$ cat src/rtl/gcl_sched.sv
module gcl_sched #(
  parameter int NQ = 8,
  parameter int AW = 10
) (
  input  logic          clk,
  input  logic          rst_n,
  input  logic          en,
  input  logic          fp_en,
  input  logic [31:0]   ptp_sec,
  input  logic [29:0]   ptp_ns,
  input  logic [31:0]   base_sec,
  input  logic [29:0]   base_ns,
  input  logic [31:0]   cyc_sec,
  input  logic [29:0]   cyc_ns,
  input  logic [1:0]    wcode,
  input  logic [2:0]    dcode,
  input  logic [AW:0]   len,
  output logic [AW-1:0] lst_addr,
  input  logic [31:0]   lst_data,
  output logic [NQ-1:0] gate,
  output logic          hold
);
  localparam int TW = 64;
  localparam logic [TW-1:0] NS_PER_S = 64'd1000000000;

  typedef enum logic [1:0] {S_IDLE = 2'd0, S_CALC = 2'd1, S_WAIT = 2'd2, S_RUN = 2'd3} st_t;

  st_t           st;
  logic [TW-1:0] now, base, cyc, cap_now, cyc_cap, dvd, rem, bound, ent_start, ent_end;
  logic [6:0]    cnt;
  logic [AW-1:0] idx;
  logic [AW:0]   a_len, dep;
  logic [1:0]    a_w;
  logic [TW-1:0] a_cyc;
  logic          pend, tail, cfg_ok, running;
  logic [TW:0]   trial, rem_nx;
  logic [23:0]   ivl;
  logic [4:0]    wsh;
  logic [31:0]   gfield;

  assign now  = {32'd0, ptp_sec} * NS_PER_S + {34'd0, ptp_ns};
  assign base = {32'd0, base_sec} * NS_PER_S + {34'd0, base_ns};
  assign cyc  = {32'd0, cyc_sec} * NS_PER_S + {34'd0, cyc_ns};

  always_comb begin
    case (dcode)
      3'd1:    dep = (AW+1)'(64);
      3'd2:    dep = (AW+1)'(128);
      3'd3:    dep = (AW+1)'(256);
      3'd4:    dep = (AW+1)'(512);
      3'd5:    dep = (AW+1)'(1024);
      default: dep = '0;
    endcase
  end

  assign cfg_ok = en && (wcode != 2'd0) && (dep != '0) && (len != '0) &&
                  (len < dep) && (base != '0) && (cyc != '0);

  always_comb begin
    case (a_w)
      2'd1:    begin ivl = {8'd0, lst_data[15:0]}; wsh = 5'd16; end
      2'd2:    begin ivl = {4'd0, lst_data[19:0]}; wsh = 5'd20; end
      default: begin ivl = lst_data[23:0];         wsh = 5'd24; end
    endcase
  end

  assign gfield   = lst_data >> wsh;
  assign running  = (st == S_RUN);
  assign gate     = running ? gfield[NQ-1:0] : '1;
  assign hold     = running && fp_en && gfield[0];
  assign lst_addr = idx;

  assign trial  = {rem, dvd[TW-1]};
  assign rem_nx = (trial >= {1'b0, cyc_cap}) ? trial - {1'b0, cyc_cap} : trial;

  always_ff @(posedge clk or negedge rst_n) begin
    if (!rst_n) begin
      st        <= S_IDLE;
      cap_now   <= '0;
      cyc_cap   <= '0;
      dvd       <= '0;
      rem       <= '0;
      cnt       <= '0;
      bound     <= '0;
      ent_start <= '0;
      ent_end   <= '0;
      idx       <= '0;
      pend      <= 1'b0;
      tail      <= 1'b0;
      a_len     <= '0;
      a_w       <= 2'd1;
      a_cyc     <= '0;
    end else if (!en) begin
      st   <= S_IDLE;
      pend <= 1'b0;
      tail <= 1'b0;
    end else begin
      case (st)
        S_IDLE: if (cfg_ok) begin
          a_len   <= len;
          a_w     <= wcode;
          a_cyc   <= cyc;
          cap_now <= now;
          cyc_cap <= cyc;
          if (base > now) begin
            bound <= base;
            st    <= S_WAIT;
          end else begin
            dvd <= now - base;
            rem <= '0;
            cnt <= '0;
            st  <= S_CALC;
          end
        end
        S_CALC: begin
          rem <= rem_nx[TW-1:0];
          dvd <= dvd << 1;
          cnt <= cnt + 7'd1;
          if (cnt == 7'(TW-1)) begin
            bound <= cap_now - rem_nx[TW-1:0] + cyc_cap;
            st    <= S_WAIT;
          end
        end
        default: begin
          if (now >= bound) begin
            st        <= S_RUN;
            idx       <= '0;
            ent_start <= bound;
            pend      <= 1'b1;
            tail      <= 1'b0;
            if (cfg_ok) begin
              a_len <= len;
              a_w   <= wcode;
              a_cyc <= cyc;
              bound <= bound + cyc;
            end else begin
              bound <= bound + a_cyc;
            end
          end else if (st == S_RUN) begin
            if (pend) begin
              ent_end <= ent_start + TW'(ivl);
              pend    <= 1'b0;
            end else if (!tail && now >= ent_end) begin
              if ({1'b0, idx} == a_len - 1'b1) begin
                tail <= 1'b1;
              end else begin
                idx       <= idx + 1'b1;
                ent_start <= ent_end;
                pend      <= 1'b1;
              end
            end
          end
        end
      endcase
    end
  end
endmodule


$ cat config.mk
export PLATFORM = sky130hd
export DESIGN_NAME = gcl_sched
export DESIGN_NICKNAME = d
export VERILOG_FILES = /design/src/rtl/gcl_sched.sv
export SDC_FILE = /design/constraint.sdc
export NUM_CORES = 2
export LEC_CHECK = 0
export CAP_MARGIN = 10
export CORE_MARGIN = 2
export CORE_UTILIZATION = 40
export CTS_BUF_LIST = sky130_fd_sc_hd__clkbuf_16
export DETAILED_ROUTE_END_ITERATION = 8
export DONT_BUFFER_PORTS = 1
export PLACE_DENSITY_LB_ADDON = 0.1
export RECOVER_POWER = 50
export SKIP_LAST_GASP = 1
export SYNTH_ARGS = -nofsm -noshare
export SYNTH_HDL_FRONTEND = slang
export SYNTH_SLANG_ARGS = --single-unit
$ cat constraint.sdc
create_clock -name clk -period 14.15 [get_ports clk]
set_input_delay 1.415 -clock clk [delete_from_list [all_inputs] [get_ports clk]]
set_output_delay 1.415 -clock clk [all_outputs]
set_load 0.02 [all_outputs]
==> out/qor.csv <==
metric;value;unit
regArea;13600;um2
synth_top_cell_by_area;fa_1;
layout-drive-gt1-share;11.0;%
hold_violations;0;
ys.flop_type;dfrtp_1;
syn_to_final_growth;12.5;%
max-cap-violations;0;
grt.total_usage;26.6;%
slowest_delay;0.54;ns
synth_top_area_share;22.6;%
die_x;476;um
finalCritPeriodShare;95.9;%
start_util;40.1;%
wl;299;mm
worstSetupPathType;in2reg;
ant_nets;0;
cts_tree;yes;
yosys-top-cells-count;inv_1 (1807), ha_1 (1270), fa_1 (1006), a21oi_1 (631), nand2_1 (574);
ios;257;
rr_startpoint;cyc_cap[4]$_DFFE_PN0P_;
synth_area_per_cell;9.04;um2
worst_pin_slew;2.85;ns
synthDistinctLibCells;97;
violations;slew limit;
status;finished, violations left;
max_freq;0.0737;GHz
fin_nets;12917;
routed-via-count;71775;
top_layer;met5;
cts_hold_buf;0;
hp-start;ent_start[8]$_DFFE_PN0P_;
min_path_type;reg2reg;
crit_arrival;14.15;ns
cpMaxStageDelayCell;or4_1;
vias_per_cell;5.34;
final_util;45.2;%
clock_latency;0.70;ns
fin_skew;0.0409;ns
overflow;0;
synth-seq-area-share;15.3;%
r2r_cells;40;
cts-root-buf;clkbuf_16;
drt_first_pass_iters;6;
synth_edf_count;0;
routed-wl-met2;150;mm
clockBufferDepth;3;
gp_congestion;0.934;
yosys_warnings;0;
crit_fanout;9;
multi_input_area;67900;um2
synth_most_common_cell;inv_1;
wl_met1;128;mm
cts_buffers;71;
grt_max_degree;544;
drv_slew;391;
dieHeight;476;um
cts.htree.levels;3;
startpoint_type;input pin;
grt_antenna_before_repair;17;
ys_ff_latch;543;
cp_top_family;adder cells;
rows;173;
clock-sinks;543;
fin_crit;13.57;ns
synth_nets;12356;
fin_ws;0.578;ns
wl_met3;10.1;mm
slew_headroom;-90.2;%
setup_violations;0;
initialDrtViolationCount;4049;
r2r_end;bound[62]$_DFFE_PN0P_;
crit_buf_inv;10;
route.detailed.wl_per_inst;22.2;um
dp_slack;-0.814;ns
fillers;22115;
die_area;226000;um2
hold_ws;0.483;ns
synthCells;9842;
grt_pass1_vias;75460;
regToRegSetupSlack;1.09;ns
endpoint_kind;register;
hold_end;ent_start[8]$_DFFE_PN0P_;
hold_depth;2;
timing.setup.tns;0;ns
io_buffer_count;0;
worstPathRequired;14.73;ns
synthTopCellsByArea;fa_1 (23%), ha_1 (18%), dfrtp_1 (15%);
drc_errors;0;
synth.cell_area;89000;um2
async_reset_ff_share;100;%
grt_first_pass_wirelength;460;mm
clk_pin_slew;0.06;ns
hpwlAfterDp;255;mm
core;222000;um2
metrics by stage:
stage / instance area, um2 / std cells
2_1_floorplan: 89000 / 9842
3_5_place_dp: 97600 / 13305
3_3_place_gp: 97600 / 13305
4_1_cts: 100000 / 13433
5_1_grt: 100000 / 13436
6_report: 100000 / 13440
metal layers:
layer	global-route usage, %	vias to the layer above
met5	0	-
met4	8.34	22
met3	2.39	324
met2	47.7	1271
met1	33.7	35883
li1	-	34275
worst min-delay path, stage by stage (launching register included):
cell     delay [ns]
dfrtp_1        0.34
nand2_1        0.05
o21ai_0        0.06
cell families (layout without fill, tap and decap cells):
group	after synthesis	in the layout	share of synthesized area [%]
adder cells (fa/ha/maj)	2276	2276	40.5
AND/OR/NAND/NOR	1939	1939	10.5
AO/OA/AOI/OAI	2131	2131	15.1
buffers and inverters	2059	2675	8.80
multiplexers	328	328	4.24
XOR/XNOR	566	566	5.59
other	0	7	0
flip-flops	543	543	15.3
placed cells by master, fill, tap and decap left out, types with 45 or more instances in the layout:
master     count
nand2b_1      76
o211ai_1      45
ha_1        1270
mux2_1        63
fa_1        1006
o21a_1        54
mux2i_1       88
nand4_1      125
dfrtp_1      540
a211oi_1      75
and2_1        52
nand2_1      573
xor2_1       200
and3_1        79
a21oi_1      624
mux2_2       137
buf_4        727
nor3_1       112
o21ai_0      513
inv_1       1815
o21bai_1      68
nor2b_1       84
o22ai_1       51
clkbuf_16     73
nand3_1      131
a21o_1       289
xnor2_1      356
a31oi_1       57
nor2_1       501
final cells by class:
type | count | area share, %
Tap cell | 2975 | 3.72
Timing Repair Buffer | 739 | 5.68
Sequential cell | 543 | 13.6
Inverter | 1808 | 6.78
Clock inverter | 55 | 0.567
Multi-Input combinational cell | 7240 | 67.8
Antenna cell | 7 | 0.0175
Clock buffer | 73 | 1.82
sequential cells by signal, indices dropped and copies added (netlist names), 7 cells and up:
register and cells:
bound 64, dvd 64, ent_end 64, ent_start 64
rem 64, a_cyc 63, cap_now 63, cyc_cap 63
a_len 11, lst_addr 10, cnt 7
repair_timing:
item                                    in CTS  in global routing
resized for setup                            2                 40
setup buffers                                0                  0
pin swaps                                    0                 11
endpoints found under the setup margin       3                 23
worst max-delay path by stage:
stage                          start                     to  slack, ns  cells past startpoint
after floorplan           cyc_sec[0]  bound[56]$_DFFE_PN0P_       0.21                     49
after global placement    cyc_sec[3]  bound[56]$_DFFE_PN0P_      -0.67                     55
after detailed placement  cyc_sec[3]  bound[56]$_DFFE_PN0P_      -0.81                     56
after CTS                 cyc_sec[3]  bound[56]$_DFFE_PN0P_      0.004                     56
after global routing      cyc_sec[3]  bound[56]$_DFFE_PN0P_      -0.07                     55
final                     cyc_sec[3]  bound[56]$_DFFE_PN0P_       0.58                     55
Power is not shown: default switching activity piles up to over one toggle a cycle in this logic, so the estimate is an artifact.
